**config.mk**
```make
export PLATFORM = sky130hd
export DESIGN_NAME = mw_eeprom
export DESIGN_NICKNAME = d
export VERILOG_FILES = /design/src/rtl/mw_eeprom_pkg.sv /design/src/rtl/mw_eeprom_array.sv /design/src/rtl/mw_eeprom_busy.sv /design/src/rtl/mw_eeprom_ctrl.sv /design/src/rtl/mw_eeprom.sv
export SDC_FILE = /design/constraint.sdc
export NUM_CORES = 2
export LEC_CHECK = 0
export BUFFER_PORTS_ARGS = -buffer_cell sky130_fd_sc_hd__buf_2
export CORE_ASPECT_RATIO = 1.25
export CORE_MARGIN = 5
export CORE_UTILIZATION = 62
export CTS_CLUSTER_SIZE = 16
export DETAILED_ROUTE_END_ITERATION = 10
export PLACE_DENSITY = 0.78
export SKIP_LAST_GASP = 1
export SYNTH_ARGS = -nofsm -noshare
export SYNTH_HDL_FRONTEND = slang
export SYNTH_SLANG_ARGS = --single-unit
export TNS_END_PERCENT = 30
```
**constraint.sdc**
```tcl
create_clock -name clk -period 3.5 [get_ports clk]
set_input_delay 0.7 -clock clk [delete_from_list [all_inputs] [get_ports clk]]
set_output_delay 0.7 -clock clk [all_outputs]
set_load 0.05 [all_outputs]
```
**src/rtl/mw_eeprom_pkg.sv**
```systemverilog
package mw_eeprom_pkg;

  typedef enum logic [2:0] {
    ST_IDLE,
    ST_OPC,
    ST_ADDR,
    ST_DATA,
    ST_READ,
    ST_HOLD
  } mw_state_e;

  localparam logic [1:0] OP_CTL = 2'b00;
  localparam logic [1:0] OP_WR  = 2'b01;
  localparam logic [1:0] OP_RD  = 2'b10;

  localparam logic [1:0] CTL_UNLOCK = 2'b11;
  localparam logic [1:0] CTL_LOCK   = 2'b00;

endpackage

```
**src/rtl/mw_eeprom_array.sv**
```systemverilog
module mw_eeprom_array #(
  parameter int BYTE_AW = 8
) (
  input  logic               clk,
  input  logic               wide16,
  input  logic [BYTE_AW-1:0] rd_addr,
  input  logic               wr_en,
  input  logic [BYTE_AW-1:0] wr_addr,
  input  logic [15:0]        wr_data,
  output logic [15:0]        rd_word
);
  localparam int NBYTES = 1 << BYTE_AW;

  logic [7:0] mem [NBYTES];

  // upper byte of a word sits at the even byte index
  function automatic logic [BYTE_AW-1:0] hi_idx(input logic [BYTE_AW-1:0] a);
    return {a[BYTE_AW-2:0], 1'b0};
  endfunction

  function automatic logic [BYTE_AW-1:0] lo_idx(input logic [BYTE_AW-1:0] a);
    return {a[BYTE_AW-2:0], 1'b1};
  endfunction

  always_ff @(posedge clk) begin
    if (wr_en) begin
      if (wide16) begin
        mem[hi_idx(wr_addr)] <= wr_data[15:8];
        mem[lo_idx(wr_addr)] <= wr_data[7:0];
      end else begin
        mem[wr_addr] <= wr_data[7:0];
      end
    end
  end

  always_comb begin
    if (wide16) rd_word = {mem[hi_idx(rd_addr)], mem[lo_idx(rd_addr)]};
    else        rd_word = {8'h00, mem[rd_addr]};
  end

endmodule

```
**src/rtl/mw_eeprom_busy.sv**
```systemverilog
module mw_eeprom_busy #(
  parameter int BUSY_CYCLES = 200
) (
  input  logic clk,
  input  logic rst_n,
  input  logic start,
  output logic busy
);
  localparam int CW = $clog2(BUSY_CYCLES + 1);

  logic [CW-1:0] left;

  always_ff @(posedge clk or negedge rst_n) begin
    if (!rst_n)             left <= '0;
    else if (start)         left <= CW'(BUSY_CYCLES);
    else if (left != '0)    left <= left - 1'b1;
  end

  assign busy = (left != '0);

endmodule

```
**src/rtl/mw_eeprom_ctrl.sv**
```systemverilog
module mw_eeprom_ctrl
  import mw_eeprom_pkg::*;
#(
  parameter int BYTE_AW = 8
) (
  input  logic               clk,
  input  logic               rst_n,
  input  logic               wide16,
  input  logic               sel,
  input  logic               sclk,
  input  logic               sdi,
  input  logic               busy,
  input  logic [15:0]        rd_word,
  output logic [BYTE_AW-1:0] rd_addr,
  output logic               wr_go,
  output logic [BYTE_AW-1:0] wr_addr,
  output logic [15:0]        wr_data,
  output logic               sdo,
  output logic               sdo_en,
  output logic               wen,
  output logic               cmd_start,
  output logic               rd_active,
  output logic               unlock_ev,
  output logic               lock_ev
);
  localparam int FRAME_W = BYTE_AW + 1;
  localparam int CNT_W   = $clog2(16 + FRAME_W);

  function automatic logic [CNT_W-1:0] addr_len(input logic w16);
    return w16 ? CNT_W'(BYTE_AW) : CNT_W'(FRAME_W);
  endfunction

  function automatic logic [CNT_W-1:0] word_len(input logic w16);
    return w16 ? CNT_W'(16) : CNT_W'(8);
  endfunction

  function automatic logic [BYTE_AW-1:0] pick_addr(input logic [FRAME_W-1:0] f,
                                                    input logic w16);
    return w16 ? {1'b0, f[BYTE_AW-2:0]} : f[BYTE_AW-1:0];
  endfunction

  function automatic logic [1:0] pick_ctl(input logic [FRAME_W-1:0] f, input logic w16);
    return w16 ? f[BYTE_AW-1 -: 2] : f[FRAME_W-1 -: 2];
  endfunction

  function automatic logic [BYTE_AW-1:0] step_addr(input logic [BYTE_AW-1:0] a,
                                                    input logic w16);
    logic [BYTE_AW-2:0] wa;
    wa = a[BYTE_AW-2:0] + 1'b1;
    return w16 ? {1'b0, wa} : a + 1'b1;
  endfunction

  mw_state_e          state;
  logic               sclk_q;
  logic [1:0]         opc;
  logic [CNT_W-1:0]   cnt;
  logic [FRAME_W-1:0] addr_sh;
  logic [15:0]        data_sh;
  logic [3:0]         bit_ptr;
  logic               do_bit;
  logic               armed;
  logic               stat_show;

  logic               rise;
  logic               step;
  logic [FRAME_W-1:0] frame_nx;
  logic [15:0]        data_nx;
  logic               addr_last;
  logic               data_last;

  assign rise      = sclk & ~sclk_q;
  assign step      = sel & rise & ~busy;
  assign frame_nx  = {addr_sh[FRAME_W-2:0], sdi};
  assign data_nx   = {data_sh[14:0], sdi};
  assign addr_last = (cnt == addr_len(wide16) - 1'b1);
  assign data_last = (cnt == word_len(wide16) - 1'b1);

  assign cmd_start = step & (state == ST_IDLE) & sdi;
  assign unlock_ev = step & (state == ST_ADDR) & addr_last & (opc == OP_CTL) &
                     (pick_ctl(frame_nx, wide16) == CTL_UNLOCK);
  assign lock_ev   = step & (state == ST_ADDR) & addr_last & (opc == OP_CTL) &
                     (pick_ctl(frame_nx, wide16) == CTL_LOCK);
  assign wr_go     = armed & ~sel;
  assign rd_active = (state == ST_READ);

  always_ff @(posedge clk or negedge rst_n) begin
    if (!rst_n) begin
      state     <= ST_IDLE;
      sclk_q    <= 1'b0;
      opc       <= '0;
      cnt       <= '0;
      addr_sh   <= '0;
      data_sh   <= '0;
      bit_ptr   <= '0;
      do_bit    <= 1'b0;
      armed     <= 1'b0;
      stat_show <= 1'b0;
      wen       <= 1'b0;
      rd_addr   <= '0;
      wr_addr   <= '0;
      wr_data   <= '0;
    end else begin
      sclk_q <= sclk;
      if (!sel) begin
        state <= ST_IDLE;
        armed <= 1'b0;
        if (wr_go) stat_show <= 1'b1;
      end else if (step) begin
        unique case (state)
          ST_IDLE: begin
            if (sdi) begin
              state     <= ST_OPC;
              cnt       <= '0;
              stat_show <= 1'b0;
            end
          end
          ST_OPC: begin
            opc <= {opc[0], sdi};
            if (cnt == CNT_W'(1)) begin
              state   <= ST_ADDR;
              cnt     <= '0;
              addr_sh <= '0;
            end else begin
              cnt <= cnt + 1'b1;
            end
          end
          ST_ADDR: begin
            addr_sh <= frame_nx;
            if (addr_last) begin
              cnt <= '0;
              unique case (opc)
                OP_RD: begin
                  rd_addr <= pick_addr(frame_nx, wide16);
                  bit_ptr <= 4'(word_len(wide16) - 1'b1);
                  do_bit  <= 1'b0;
                  state   <= ST_READ;
                end
                OP_WR: begin
                  wr_addr <= pick_addr(frame_nx, wide16);
                  data_sh <= '0;
                  state   <= ST_DATA;
                end
                OP_CTL: begin
                  if (unlock_ev)    wen <= 1'b1;
                  else if (lock_ev) wen <= 1'b0;
                  state <= ST_HOLD;
                end
                default: state <= ST_HOLD;
              endcase
            end else begin
              cnt <= cnt + 1'b1;
            end
          end
          ST_DATA: begin
            data_sh <= data_nx;
            if (data_last) begin
              if (wen) begin
                armed   <= 1'b1;
                wr_data <= wide16 ? data_nx : {8'h00, data_nx[7:0]};
              end
              state <= ST_HOLD;
            end else begin
              cnt <= cnt + 1'b1;
            end
          end
          ST_READ: begin
            do_bit <= rd_word[bit_ptr];
            if (bit_ptr == 4'd0) begin
              bit_ptr <= 4'(word_len(wide16) - 1'b1);
              rd_addr <= step_addr(rd_addr, wide16);
            end else begin
              bit_ptr <= bit_ptr - 1'b1;
            end
          end
          default: ;
        endcase
      end
    end
  end

  assign sdo_en = sel & ((state == ST_READ) | ((state == ST_IDLE) & stat_show));
  assign sdo    = (state == ST_READ) ? do_bit : ~busy;

endmodule

```
**src/rtl/mw_eeprom.sv**
```systemverilog
module mw_eeprom #(
  parameter int BYTE_AW     = 8,
  parameter int BUSY_CYCLES = 200
) (
  input  logic clk,
  input  logic rst_n,
  input  logic wide16,
  input  logic sel,
  input  logic sclk,
  input  logic sdi,
  output logic sdo,
  output logic sdo_en
);
  logic [BYTE_AW-1:0] rd_addr;
  logic [BYTE_AW-1:0] wr_addr;
  logic [15:0]        wr_data;
  logic [15:0]        rd_word;
  logic               wr_go;
  logic               busy;
  logic               wen;
  logic               cmd_start;
  logic               rd_active;
  logic               unlock_ev;
  logic               lock_ev;

  mw_eeprom_ctrl #(.BYTE_AW(BYTE_AW)) u_ctrl (
    .clk       (clk),
    .rst_n     (rst_n),
    .wide16    (wide16),
    .sel       (sel),
    .sclk      (sclk),
    .sdi       (sdi),
    .busy      (busy),
    .rd_word   (rd_word),
    .rd_addr   (rd_addr),
    .wr_go     (wr_go),
    .wr_addr   (wr_addr),
    .wr_data   (wr_data),
    .sdo       (sdo),
    .sdo_en    (sdo_en),
    .wen       (wen),
    .cmd_start (cmd_start),
    .rd_active (rd_active),
    .unlock_ev (unlock_ev),
    .lock_ev   (lock_ev)
  );

  mw_eeprom_array #(.BYTE_AW(BYTE_AW)) u_array (
    .clk     (clk),
    .wide16  (wide16),
    .rd_addr (rd_addr),
    .wr_en   (wr_go),
    .wr_addr (wr_addr),
    .wr_data (wr_data),
    .rd_word (rd_word)
  );

  mw_eeprom_busy #(.BUSY_CYCLES(BUSY_CYCLES)) u_busy (
    .clk   (clk),
    .rst_n (rst_n),
    .start (wr_go),
    .busy  (busy)
  );

endmodule

```
==> impl_metrics.ini <==
[timing]
finalHoldViolations = 0
slew_violations = 0
clock_skew_ns = 0.0336
hold_slack_ns = 0.239
relSlewSlack_pct = 10.7
setup_viol = 2
fin_ws_ns = -0.350
finalCritPeriodShare_pct = 110
max_freq_mhz = 260
rsz0062_at_grt = true
tns_ns = -0.447
finalCriticalPeriod_ns = 3.85
tightest_slew_ns = 1.33

[route]
vias = 80200
drc = 0
firstDrtPassIters = 8
postRouteAntennaNets = 0
drt-total-wl_um = 447000
drtIter0Drc = 13400
via_per_inst = 7.93
wl_per_cell_um = 44.2

[global_route]
grt_pass1_wl_um = 616000
grt_pass1_vias = 78000
overflow = 0
grt_max_degree = 130
grt_use_total_pct = 46.1
antenna_found_initial = 28

[clock_network]
cts.sinks = 2130
numCtsBuffers = 208
worstSkewPairLatency_ns = 0.88
cts-root-buf = clkbuf_16
cts_tree = yes
cts_buffer_depth = 3
clk_pin_slew_ns = 0.06
htree_levels = 4

[power]
irDropWorstVdd_uv = 443
leakage_uw = 0.0429
power_density_nw_per_um2 = 390

[finish]
layout-drive-gt1-share_pct = 48.6
area_delta_synth_final_pct = 15.5
final_nets = 7523
fill_cells = 11400

[min_path]
hp-class = in -> reg
min_path_cells = 3

[critical_path]
reg2reg_depth = 12
path_max_fanout = 11
critPathCaptureType = flip-flop
required_ns = 4.23
crit_arrival_ns = 4.58
startpoint_type = flip-flop
criticalPathCategory = reg -> reg

[yosys]
synth_area_um2 = 114000
ys.flop_type = edfxtp_1
ys_ff_latch = 2130
yosysUniqueCellTypes = 81
syn-num-nets = 6787
synthArstFlopShare_pct = 3.85
avgSynthCellArea_um2 = 16.8
yosysWarnings = 0
synth-edff-count = 2048
yosysSeqAreaShare_pct = 55.7
synthCells = 6774

[place]
numPortBuffers = 7
place_hpwl_um = 316000
place_congestion = 1.05

[die]
num_rows = 176
dieArea_um2 = 193000
top_level_ports = 8
die-width_um = 394
start_util_pct = 62.2
die_height_um = 489
floorplan.core_area_um2 = 183000

[outcome]
outcome = finished, violations left
violations = setup timing

[job]
cap_violations = 0
## kinds of logic after synthesis
group / synth area share, %
AOI/OAI and AO/OA: 4.48
DFF: 55.7
adders and majority gates: 0.0768
muxes: 33.2
and+or+nand+nor: 3.16
buffers and inverters: 3.25
xor gates and xnor gates: 0.0614
## repair_timing
item | CTS | global route
resized for setup | 21 | 23
hold buffers | 2 | 0
endpoints found under the setup margin | 2 | 2
buffers inserted | 4 | 6
pin swaps | 1 | 2
hold endpoints to repair | 67 | 0
gates cloned | 0 | 5
## cell usage after synthesis (8+ instances only)
cell	n	area share, %
a211oi_1	24	0.16
a21oi_1	62	0.27
a221oi_1	29	0.22
a22o_1	15	0.12
a22oi_1	47	0.31
a31oi_1	12	0.066
a32oi_1	8	0.061
and3_1	10	0.055
buf_1	45	0.15
buf_12	8	0.14
buf_2	97	0.43
buf_4	66	0.43
buf_6	64	0.63
clkbuf_1	412	1.4
dfrtp_1	82	1.8
edfxtp_1	2048	54
inv_1	15	0.049
mux2_2	1075	11
mux2i_1	221	1.9
mux4_2	1046	21
nand2_1	276	0.91
nand2b_1	25	0.14
nand3_1	61	0.27
nand4_1	10	0.055
nor2_1	228	0.75
nor2b_1	29	0.16
nor3_1	71	0.31
nor4_1	28	0.15
o211ai_1	13	0.086
o21ai_0	152	0.67
o221ai_1	10	0.077
o22ai_1	304	1.7
o31ai_1	14	0.092
o32ai_1	12	0.092
or3_1	9	0.049
## stage by stage
| stage | area (um^2) | power (uW) | worst slack [ns] | std cells | util (%) |
|---|---|---|---|---|---|
| after floorplan | 114000 | 28500 | 0.283 | 6774 | - |
| after global placement | 124000 | 28800 | -0.836 | 9685 | 67.7 |
| after detailed placement | 124000 | 28800 | -0.561 | 9686 | 67.7 |
| after CTS | 131000 | 51300 | -0.238 | 10100 | 71.6 |
| after global routing | 132000 | 52500 | -0.312 | 10100 | 71.8 |
| final | 132000 | 51400 | -0.350 | 10100 | 71.8 |
## sequential cells by signal, indices dropped and copies added, names as in the netlist
register	count
u_ctrl.rd_addr	8
u_ctrl.state	3
u_ctrl.wr_addr	8
u_ctrl.stat_show	1
u_ctrl.addr_sh	8
u_ctrl.cnt	5
u_ctrl.data_sh	15
u_ctrl.armed	1
u_ctrl.bit_ptr	4
u_busy.left	8
u_ctrl.do_bit	1
u_ctrl.wen	1
u_ctrl.wr_data	16
u_ctrl.sclk_q	1
u_array.mem	2048
u_ctrl.opc	2
## cells in the final DEF, fill, tap and decap left out, drive strengths merged, types with 47 or more instances in the layout
cell    instances
nor2          228
edfxtp       2048
clkbuf        274
mux4         1046
dfrtp          82
clkinv         79
buf          1215
nor3           72
o21ai         158
a21oi          62
mux2i         221
o22ai         304
mux2         1077
nand3          61
nand2         276
a22oi          47
## layer usage
| metal | up-vias | global-route usage [%] | wire length (um) |
|---|---|---|---|
| li1 | 29800 | - | - |
| met1 | 40800 | 56.2 | 140000 |
| met2 | 7552 | 70.2 | 201000 |
| met3 | 1947 | 14.1 | 62100 |
| met4 | 26 | 34.4 | 44000 |
| met5 | - | 0 | 181 |
## critical path: stages (launching register included)
cell and delay (ns):
dfrtp_4 0.47, buf_12 0.21, buf_12 0.17, mux4_2 0.50, mux4_2 0.58, o22a_1 0.29
nand4b_1 0.15, buf_6 0.18, nand4_1 0.22, o311a_1 0.20, or4_1 0.48, nand3_1 0.13
a32oi_1 0.10
## where the power goes
group	internal [uW]	total [uW]	leakage (uW)	switching, uW
combinational	270	661	0.0195	391
clock	12900	23100	0.00335	10200
sequential	27600	27600	0.0201	54.1
total	40800	51400	0.0429	10600
## layout make-up
class / instances / area (um^2) / area share (%)
well taps: 2403 / 3010 / 2.28
multi-input cells: 3930 / 47000 / 35.7
inverters: 18 / 75.1 / 0.0570
clock inverters: 114 / 1240 / 0.943
flip-flops and latches: 2130 / 63600 / 48.3
diodes: 28 / 70.1 / 0.0532
repair buffers: 1222 / 11000 / 8.35
clock buffers: 269 / 5670 / 4.31
## path summary, 6_finish.rpt
check                                                from                        endpoint  slack [ns]
min                                                   sdi   u_ctrl.data_sh[0]$_DFFE_PN0P_        0.24
max reg2reg                 u_ctrl.rd_addr[0]$_DFFE_PN0P_       u_ctrl.do_bit$_DFFE_PN0P_       -0.35
min in group asynchronous                           rst_n      u_busy.left[4]$_DFFE_PN0P_        0.56
min reg2reg                u_ctrl.data_sh[14]$_DFFE_PN0P_  u_ctrl.data_sh[14]$_DFFE_PN0P_        0.49
max in group asynchronous                           rst_n         u_ctrl.sclk_q$_DFF_PN0_        2.23
max                         u_ctrl.rd_addr[0]$_DFFE_PN0P_       u_ctrl.do_bit$_DFFE_PN0P_       -0.35
(Power assumes the default switching activity.)
